`config.mk`:
```
export PLATFORM = sky130hd
export DESIGN_NAME = alt_pattern_seq
export DESIGN_NICKNAME = d
export VERILOG_FILES = /design/src/rtl/altseq_pkg.sv /design/src/rtl/altseq_cfg.sv /design/src/rtl/altseq_mem.sv /design/src/rtl/altseq_ctrl.sv /design/src/rtl/alt_pattern_seq.sv
export SDC_FILE = /design/constraint.sdc
export NUM_CORES = 2
export LEC_CHECK = 0
export ABC_AREA = 1
export BUFFER_PORTS_ARGS = -buffer_cell sky130_fd_sc_hd__buf_2
export CORE_UTILIZATION = 55
export CTS_CLUSTER_SIZE = 12
export DETAILED_ROUTE_END_ITERATION = 12
export PLACE_DENSITY = 0.71
export RECOVER_POWER = 25
export SKIP_LAST_GASP = 1
export SLEW_MARGIN = 20
export SYNTH_ARGS = -nofsm -noshare
export SYNTH_HDL_FRONTEND = slang
export SYNTH_SLANG_ARGS = --single-unit
```
`constraint.sdc`:
```
create_clock -name clk_i -period 7.4 [get_ports clk_i]
set_input_delay 1.48 -clock clk_i [delete_from_list [all_inputs] [get_ports clk_i]]
set_output_delay 1.48 -clock clk_i [all_outputs]
set_load 0.05 [all_outputs]
```
`src/rtl/altseq_pkg.sv`:
```
package altseq_pkg;
  localparam int unsigned GRAN_BITS = 128;
  localparam int unsigned LOOP_W    = 7;

  typedef enum logic {
    BANK_A = 1'b0,
    BANK_B = 1'b1
  } bank_e;
endpackage

```
`src/rtl/altseq_cfg.sv`:
```
module altseq_cfg
  import altseq_pkg::*;
#(
  parameter int unsigned PAT_BITS = 512,
  parameter int unsigned LEN_W    = 10
) (
  input  logic              clk_i,
  input  logic              rst_ni,
  input  logic              cfg_we_i,
  input  logic [LEN_W-1:0]  len_a_i,
  input  logic [LEN_W-1:0]  len_b_i,
  input  logic [LOOP_W-1:0] loop_a_i,
  input  logic [LOOP_W-1:0] loop_b_i,
  input  logic              apply_i,
  output logic [LEN_W-1:0]  act_len_a_o,
  output logic [LEN_W-1:0]  act_len_b_o,
  output logic [LOOP_W-1:0] act_loop_a_o,
  output logic [LOOP_W-1:0] act_loop_b_o,
  output logic              err_o
);
  localparam int unsigned GRAN_LSB = $clog2(GRAN_BITS);
  localparam logic [LEN_W-1:0] LEN_MIN = LEN_W'(GRAN_BITS);
  localparam logic [LEN_W-1:0] LEN_MAX = LEN_W'(PAT_BITS);

  logic [LEN_W-1:0]  pend_len_a_q, pend_len_b_q;
  logic [LOOP_W-1:0] pend_loop_a_q, pend_loop_b_q;
  logic              len_a_ok, len_b_ok, cfg_ok;

  always_comb begin
    len_a_ok = (len_a_i[GRAN_LSB-1:0] == '0) && (len_a_i >= LEN_MIN) && (len_a_i <= LEN_MAX);
    len_b_ok = (len_b_i[GRAN_LSB-1:0] == '0) && (len_b_i >= LEN_MIN) && (len_b_i <= LEN_MAX);
    cfg_ok   = len_a_ok && len_b_ok && (loop_a_i != '0) && (loop_b_i != '0);
  end

  always_ff @(posedge clk_i or negedge rst_ni) begin
    if (!rst_ni) begin
      pend_len_a_q  <= LEN_MIN;
      pend_len_b_q  <= LEN_MIN;
      pend_loop_a_q <= LOOP_W'(1);
      pend_loop_b_q <= LOOP_W'(1);
      act_len_a_o   <= LEN_MIN;
      act_len_b_o   <= LEN_MIN;
      act_loop_a_o  <= LOOP_W'(1);
      act_loop_b_o  <= LOOP_W'(1);
      err_o         <= 1'b0;
    end else begin
      err_o <= cfg_we_i && !cfg_ok;
      if (cfg_we_i && cfg_ok) begin
        pend_len_a_q  <= len_a_i;
        pend_len_b_q  <= len_b_i;
        pend_loop_a_q <= loop_a_i;
        pend_loop_b_q <= loop_b_i;
      end
      if (apply_i) begin
        act_len_a_o  <= pend_len_a_q;
        act_len_b_o  <= pend_len_b_q;
        act_loop_a_o <= pend_loop_a_q;
        act_loop_b_o <= pend_loop_b_q;
      end
    end
  end

  p_loops_nonzero_r6: assert property (@(posedge clk_i) disable iff (!rst_ni)
    (act_loop_a_o != '0) && (act_loop_b_o != '0) && (pend_loop_a_q != '0) && (pend_loop_b_q != '0));

  p_zero_loop_err_r6: assert property (@(posedge clk_i) disable iff (!rst_ni)
    (cfg_we_i && (loop_a_i == '0 || loop_b_i == '0)) |=> err_o);

  p_apply_only_r7: assert property (@(posedge clk_i) disable iff (!rst_ni)
    !($stable(act_len_a_o) && $stable(act_len_b_o) && $stable(act_loop_a_o) && $stable(act_loop_b_o))
      |-> $past(apply_i));
endmodule

```
`src/rtl/altseq_mem.sv`:
```
module altseq_mem
  import altseq_pkg::*;
#(
  parameter int unsigned PAT_BITS = 512,
  parameter int unsigned WORD_W   = 16,
  parameter int unsigned IDX_W    = 9,
  parameter int unsigned AW       = 5
) (
  input  logic              clk_i,
  input  logic              rst_ni,
  input  logic              wr_en_i,
  input  logic              wr_bank_i,
  input  logic [AW-1:0]     wr_addr_i,
  input  logic [WORD_W-1:0] wr_data_i,
  input  bank_e             rd_bank_i,
  input  logic [IDX_W-1:0]  rd_idx_i,
  output logic              rd_bit_o
);
  localparam int unsigned NWORDS = PAT_BITS / WORD_W;
  localparam int unsigned SUB_W  = $clog2(WORD_W);

  logic [WORD_W-1:0] rd_word [2];

  for (genvar b = 0; b < 2; b++) begin : g_bank
    logic [WORD_W-1:0] mem_q [NWORDS];

    always_ff @(posedge clk_i or negedge rst_ni) begin
      if (!rst_ni) begin
        for (int i = 0; i < NWORDS; i++) mem_q[i] <= '0;
      end else if (wr_en_i && (wr_bank_i == (b == 1))) begin
        mem_q[wr_addr_i] <= wr_data_i;
      end
    end

    assign rd_word[b] = mem_q[rd_idx_i[IDX_W-1:SUB_W]];
  end

  assign rd_bit_o = rd_word[rd_bank_i][rd_idx_i[SUB_W-1:0]];
endmodule

```
`src/rtl/altseq_ctrl.sv`:
```
module altseq_ctrl
  import altseq_pkg::*;
#(
  parameter int unsigned IDX_W = 9,
  parameter int unsigned LEN_W = 10
) (
  input  logic              clk_i,
  input  logic              rst_ni,
  input  logic              start_i,
  input  logic [LEN_W-1:0]  len_a_i,
  input  logic [LEN_W-1:0]  len_b_i,
  input  logic [LOOP_W-1:0] loop_a_i,
  input  logic [LOOP_W-1:0] loop_b_i,
  output bank_e             bank_o,
  output logic [IDX_W-1:0]  idx_o,
  output logic              boundary_o
);
  bank_e             bank_q;
  logic [IDX_W-1:0]  idx_q;
  logic [LOOP_W-1:0] lp_q;
  logic [LEN_W-1:0]  len_cur;
  logic [LOOP_W-1:0] cnt_cur;
  logic              last_bit, turn;

  always_comb begin
    len_cur  = (bank_q == BANK_B) ? len_b_i : len_a_i;
    cnt_cur  = (bank_q == BANK_B) ? loop_b_i : loop_a_i;
    last_bit = ({1'b0, idx_q} == (len_cur - LEN_W'(1)));
    turn     = last_bit && (lp_q == cnt_cur);
  end

  always_ff @(posedge clk_i or negedge rst_ni) begin
    if (!rst_ni) begin
      bank_q <= BANK_A;
      idx_q  <= '0;
      lp_q   <= LOOP_W'(1);
    end else if (start_i) begin
      bank_q <= BANK_A;
      idx_q  <= '0;
      lp_q   <= LOOP_W'(1);
    end else if (last_bit) begin
      idx_q <= '0;
      if (turn) begin
        bank_q <= (bank_q == BANK_A) ? BANK_B : BANK_A;
        lp_q   <= LOOP_W'(1);
      end else begin
        lp_q <= lp_q + LOOP_W'(1);
      end
    end else begin
      idx_q <= idx_q + IDX_W'(1);
    end
  end

  assign bank_o     = bank_q;
  assign idx_o      = idx_q;
  assign boundary_o = !start_i && turn;

  p_idx_range_r3: assert property (@(posedge clk_i) disable iff (!rst_ni)
    {1'b0, idx_q} < len_cur);

  p_marker_turn_r4: assert property (@(posedge clk_i) disable iff (!rst_ni)
    (bank_q != $past(bank_q)) |-> (idx_q == '0) && (lp_q == LOOP_W'(1)));

  p_turn_at_end_r3: assert property (@(posedge clk_i) disable iff (!rst_ni)
    boundary_o |=> (bank_q != $past(bank_q)));
endmodule

```
`src/rtl/alt_pattern_seq.sv`:
```
module alt_pattern_seq
  import altseq_pkg::*;
#(
  parameter int unsigned PAT_BITS = 512,
  parameter int unsigned WORD_W   = 16,
  localparam int unsigned IDX_W   = $clog2(PAT_BITS),
  localparam int unsigned LEN_W   = IDX_W + 1,
  localparam int unsigned AW      = IDX_W - $clog2(WORD_W)
) (
  input  logic              clk_i,
  input  logic              rst_ni,
  input  logic              wr_en_i,
  input  logic              wr_bank_i,
  input  logic [AW-1:0]     wr_addr_i,
  input  logic [WORD_W-1:0] wr_data_i,
  input  logic              cfg_we_i,
  input  logic [LEN_W-1:0]  cfg_len_a_i,
  input  logic [LEN_W-1:0]  cfg_len_b_i,
  input  logic [LOOP_W-1:0] cfg_loop_a_i,
  input  logic [LOOP_W-1:0] cfg_loop_b_i,
  input  logic              start_i,
  output logic              data_o,
  output logic              sel_b_o,
  output logic              err_o
);
  logic [LEN_W-1:0]  act_len_a, act_len_b;
  logic [LOOP_W-1:0] act_loop_a, act_loop_b;
  bank_e             bank;
  logic [IDX_W-1:0]  idx;
  logic              boundary, rd_bit;

  altseq_cfg #(.PAT_BITS(PAT_BITS), .LEN_W(LEN_W)) u_cfg (
    .clk_i, .rst_ni, .cfg_we_i,
    .len_a_i(cfg_len_a_i), .len_b_i(cfg_len_b_i),
    .loop_a_i(cfg_loop_a_i), .loop_b_i(cfg_loop_b_i),
    .apply_i(boundary || start_i),
    .act_len_a_o(act_len_a), .act_len_b_o(act_len_b),
    .act_loop_a_o(act_loop_a), .act_loop_b_o(act_loop_b),
    .err_o
  );

  altseq_ctrl #(.IDX_W(IDX_W), .LEN_W(LEN_W)) u_ctrl (
    .clk_i, .rst_ni, .start_i,
    .len_a_i(act_len_a), .len_b_i(act_len_b),
    .loop_a_i(act_loop_a), .loop_b_i(act_loop_b),
    .bank_o(bank), .idx_o(idx), .boundary_o(boundary)
  );

  altseq_mem #(.PAT_BITS(PAT_BITS), .WORD_W(WORD_W), .IDX_W(IDX_W), .AW(AW)) u_mem (
    .clk_i, .rst_ni, .wr_en_i, .wr_bank_i, .wr_addr_i, .wr_data_i,
    .rd_bank_i(bank), .rd_idx_i(idx), .rd_bit_o(rd_bit)
  );

  // output stage keeps bit and marker in the same cycle
  always_ff @(posedge clk_i or negedge rst_ni) begin
    if (!rst_ni) begin
      data_o  <= 1'b0;
      sel_b_o <= 1'b0;
    end else if (start_i) begin
      data_o  <= 1'b0;
      sel_b_o <= 1'b0;
    end else begin
      data_o  <= rd_bit;
      sel_b_o <= (bank == BANK_B);
    end
  end

  p_start_gap_r8: assert property (@(posedge clk_i) disable iff (!rst_ni)
    start_i |=> (!data_o && !sel_b_o));
endmodule

```
==> summary.md <==
| Metric | Value |
|---|---|
| Status | `complete, but fails checks` |
| Failing checks | `max-capacitance violations, max-slew violations` |
| Most numerous cell in the Yosys netlist | `nand2_1` |
| Top cells by area, synth | `dfrtp_1, nand2_1, nand3_1, o21ai_0, clkbuf_1` |
| Total Wirelength | `around 150 mm` |
| Power Density | `~270 mW/mm²` |
| Slew margin rel. | `-144.7%` |
| Layout cells sized above 1 | `between 7 and 8%` |
| Max-cap violations | `10` |
| Largest stage delay, worst path | `approximately 2.5 ns` |
| Clock slew at reported path FFs | `roughly 0.06 ns` |
| Iteration-0 DRC Markers | `5289` |
| R2R Path End | `data_o$_DFF_PN0_` |
| EDFF count, synth | `0` |
| Post-synth ARST share | `100.0%` |
| Pleak | `between 20 and 30 nW` |
| Post-cts sizing count | `0` |
| Avg WL per Cell | `~20 µm` |
| Clock skew | `roughly 0.033 ns` |
| Tmin final | `approximately 5 ns` |
| Vias in the first global route | `roughly 40000` |
| Post-CTS Setup Bufs | `0` |
| First-pass GRT wire length | `about 230 mm` |
| Hold Violations, Final | `0` |
| Synth Area in Simple Gates | `between 20% and 30%` |
| Met3 Track Usage GR | `4.576%` |
| Via count | `between 40000 and 50000` |
| Pins Over Slew Limit | `slightly below 700` |
| Total GRT Usage | `between 30% and 40%` |
| Synth Cell Area | `approximately 0.05 mm²` |
| CP top delay family | `buffers and inverters` |
| H-tree levels | `3` |
| Synthesis Warnings | `0` |
| Commonest cells in the netlist | `nand2_1, dfrtp_1, nand3_1` |
| Crit path buf inv count | `2` |
| Startpoint Class | `input port` |
| Worst-Margin Slew | `3.671 ns` |
| Period utilisation layout | `67.22%` |
| TritonRoute pass-1 iters | `6` |
| Clock Path Buffers | `3` |
| Fillers | `around 8000` |
| Synth Area in Adders | `0.07411%` |
| Initial Util | `a little under three fifths` |
| Maximum vdd drop | `0.1965 mV` |
| Gr ovfl total | `0` |
| Syn Area/Cell | `slightly above 8 µm²` |
| Total Nets Final | `6038` |
| FF+latch area | `0.02785 mm²` |
| Largest family of logic cells by synthesized area | `simple AND/OR/NAND/NOR gates` |
| Critical path's slowest cell | `clkbuf_2` |
| Max Fclk | `0.2010 GHz` |
| CP Depth | `2` |
| Sequential fraction of the synthesis area | `54.96%` |
| Setup violations, final | `0` |
| Worst Reg-to-Reg Cells | `14` |
| Post-DP HPWL | `78.68 mm` |
| Mapped Cells | `6255` |
| Setup_tns | `0 ns` |
| Die height | `roughly 310 µm` |
| Die area | `around 0.093 mm²` |
| Crit. Startpoint | `rst_ni` |
| Core region area | `around 0.09 mm²` |
| Die Width | `305.5 µm` |
| Multi-input logic area | `between 0.02 and 0.025 mm²` |
| Critical path data required time | `7.37 ns` |
| Crit path DAT | `between 4 and 5 ns` |
| Finished Layout Cells | `just over 7000` |
| Ys flop type | `dfrtp_1` |
| Top Ports | `64` |
| DRC | `0` |
| Largest net degree at the start of global routing | `approximately 190` |
| Synthesis-to-layout area growth | `8.486%` |
| Post-synthesis register bit count | `around 1100` |
| Yosys cell types | `between 40 and 50` |
| Crit-path cells | `buf_8 -> clkbuf_2` |
| Busiest layer in global routing | `met2` |
| Met1 Usage GRT | `45.78%` |
| Setup crit end | `u_mem.g_bank[0].mem_q[102]$_DFFE_PN0P_` |
| Final Core Density | `roughly three fifths` |
| RSZ-0062 raised after global routing | `false` |
| Cell taking the most area after synthesis | `dfrtp_1` |
| Yosys top cell area share | `54.50%` |
| Initial antenna violation count | `5` |
| Root Driver | `clkbuf_16` |
| Critical path endpoint category | `asynchronous set/reset pin` |
| Compound-Gate Fraction of Synth Area | `10.33%` |
| Antenna viol nets, final | `0` |
| Met2 Use GR | `48.00%` |
| Mux contribution to synthesized area | `less than 1%` |
| Synthesized Nets | `~6300` |
| Skew-Pair Late Insertion Delay | `0.72 ns` |
| Synth Area in XOR/XNOR | `less than 1%` |
| # hold bufs at CTS | `0` |
| # rows | `between 100 and 150` |
| Clock sink total | `about 1100` |
| Vias per cell | `~5.9` |
| CTS buffer count | `~120` |
| Cells after DPL | `7031` |
| I/O Buffers | `63` |
| Critical path class | `in2async` |
| Crit-path max FO | `approximately 150` |
| Worst Hold Class | `reg2reg` |
| R2R setup slack | `around 3.3 ns` |
| RR Startpoint | `u_ctrl.idx_o[4]$_DFF_PN0_` |
| CTS tree | `built` |
| Gpl congestion | `~0.88` |
## worst min-delay path by stage
stage | startpoint | end | slack (ns) | cells past startpoint
4_1_cts | u_cfg.act_loop_a_o[0]$_DFFE_PN1P_ | u_cfg.act_loop_a_o[0]$_DFFE_PN1P_ | 0.46 | 2
3_5_place_dp | u_cfg.act_len_a_o[7]$_DFFE_PN1P_ | u_cfg.act_len_a_o[7]$_DFFE_PN1P_ | 0.45 | 2
6_report | u_cfg.act_loop_a_o[0]$_DFFE_PN1P_ | u_cfg.act_loop_a_o[0]$_DFFE_PN1P_ | 0.46 | 2
5_1_grt | u_cfg.act_loop_a_o[0]$_DFFE_PN1P_ | u_cfg.act_loop_a_o[0]$_DFFE_PN1P_ | 0.47 | 2
3_3_place_gp | u_cfg.act_len_a_o[8]$_DFFE_PN0P_ | u_cfg.act_len_a_o[8]$_DFFE_PN0P_ | 0.45 | 2
2_1_floorplan | u_cfg.act_len_a_o[8]$_DFFE_PN0P_ | u_cfg.act_len_a_o[8]$_DFFE_PN0P_ | 0.43 | 2
## flip-flops by register name (all words and copies together) (netlist names)
| signal | count |
|---|---|
| u_mem.g_bank.mem_q | 1024 |
| u_cfg.act_len_a_o | 10 |
| u_cfg.act_len_b_o | 10 |
| u_cfg.pend_len_a_q | 10 |
| u_cfg.pend_len_b_q | 10 |
| u_ctrl.idx_o | 9 |
| u_cfg.act_loop_a_o | 7 |
| u_cfg.act_loop_b_o | 7 |
| u_cfg.pend_loop_a_q | 7 |
| u_cfg.pend_loop_b_q | 7 |
| u_ctrl.lp_q | 7 |
| data_o | 1 |
| sel_b_o | 1 |
| u_cfg.err_o | 1 |
| u_ctrl.bank_o | 1 |
## cells in the final DEF (no fill, tap or decap), drive strengths merged
cell | netlist | final
or2 | 1 | 1
nand4 | 9 | 9
inv | 55 | 71
nor4 | 6 | 6
o22ai | 1 | 1
clkbuf | 434 | 199
clkinv | 20 | 23
a211oi | 1 | 1
buf | 103 | 123
and2 | 3 | 3
nor3b | 5 | 5
nand2 | 2281 | 2281
nand3b | 1 | 1
bufinv | 0 | 7
o21ai | 1033 | 1033
nor3 | 14 | 14
ha | 3 | 3
a21boi | 1 | 1
xnor3 | 1 | 1
dfrtp | 1103 | 1103
clkinvlp | 0 | 1
a21oi | 3 | 3
nand3 | 1078 | 1078
dfstp | 9 | 9
xor2 | 16 | 16
mux2 | 19 | 19
nor2 | 46 | 46
diode | 0 | 2
xnor2 | 8 | 8
a221oi | 1 | 1
## cell families after synthesis
kind of cell	after synthesis
AO/OA/AOI/OAI	1040
multiplexers	19
flip-flops	1112
XOR/XNOR	25
buffers and inverters	612
adder cells (fa/ha/maj)	3
AND/OR/NAND/NOR	3444
## cell type report
class | count | share of cell area (%)
Tap cell | 1176 | 2.678
Multi-Input combinational cell | 4531 | 37.25
Timing Repair Buffer | 137 | 1.769
Sequential cell | 1112 | 50.69
Clock buffer | 185 | 6.419
Antenna cell | 2 | 0.009109
Clock inverter | 27 | 0.6308
Inverter | 75 | 0.5556
## layer usage
metal	vias to the layer above	wire, µm
li1	20000	-
met1	20880	63670
met2	1767	64860
met3	274	11620
met4	4	5427
met5	-	34
## per-stage QoR
step           hold WS [ns]  area, µm²  total power, mW  worst slack, ns
6_report             0.4631      54950            14.59            2.426
3_5_place_dp         0.4531      51040            8.756            3.126
2_1_floorplan        0.4338      50650            8.223            4.343
5_1_grt              0.4705      54940            15.22            1.613
3_3_place_gp         0.4470      51020            8.681            3.047
4_1_cts              0.4628      54920            14.65            3.407
## power breakdown
group          switching (mW)  internal (mW)
sequential              0.397           6.82
combinational           0.938          0.526
clock                    2.42           3.49
total                    3.76           10.8
(Power assumes the default switching activity.)
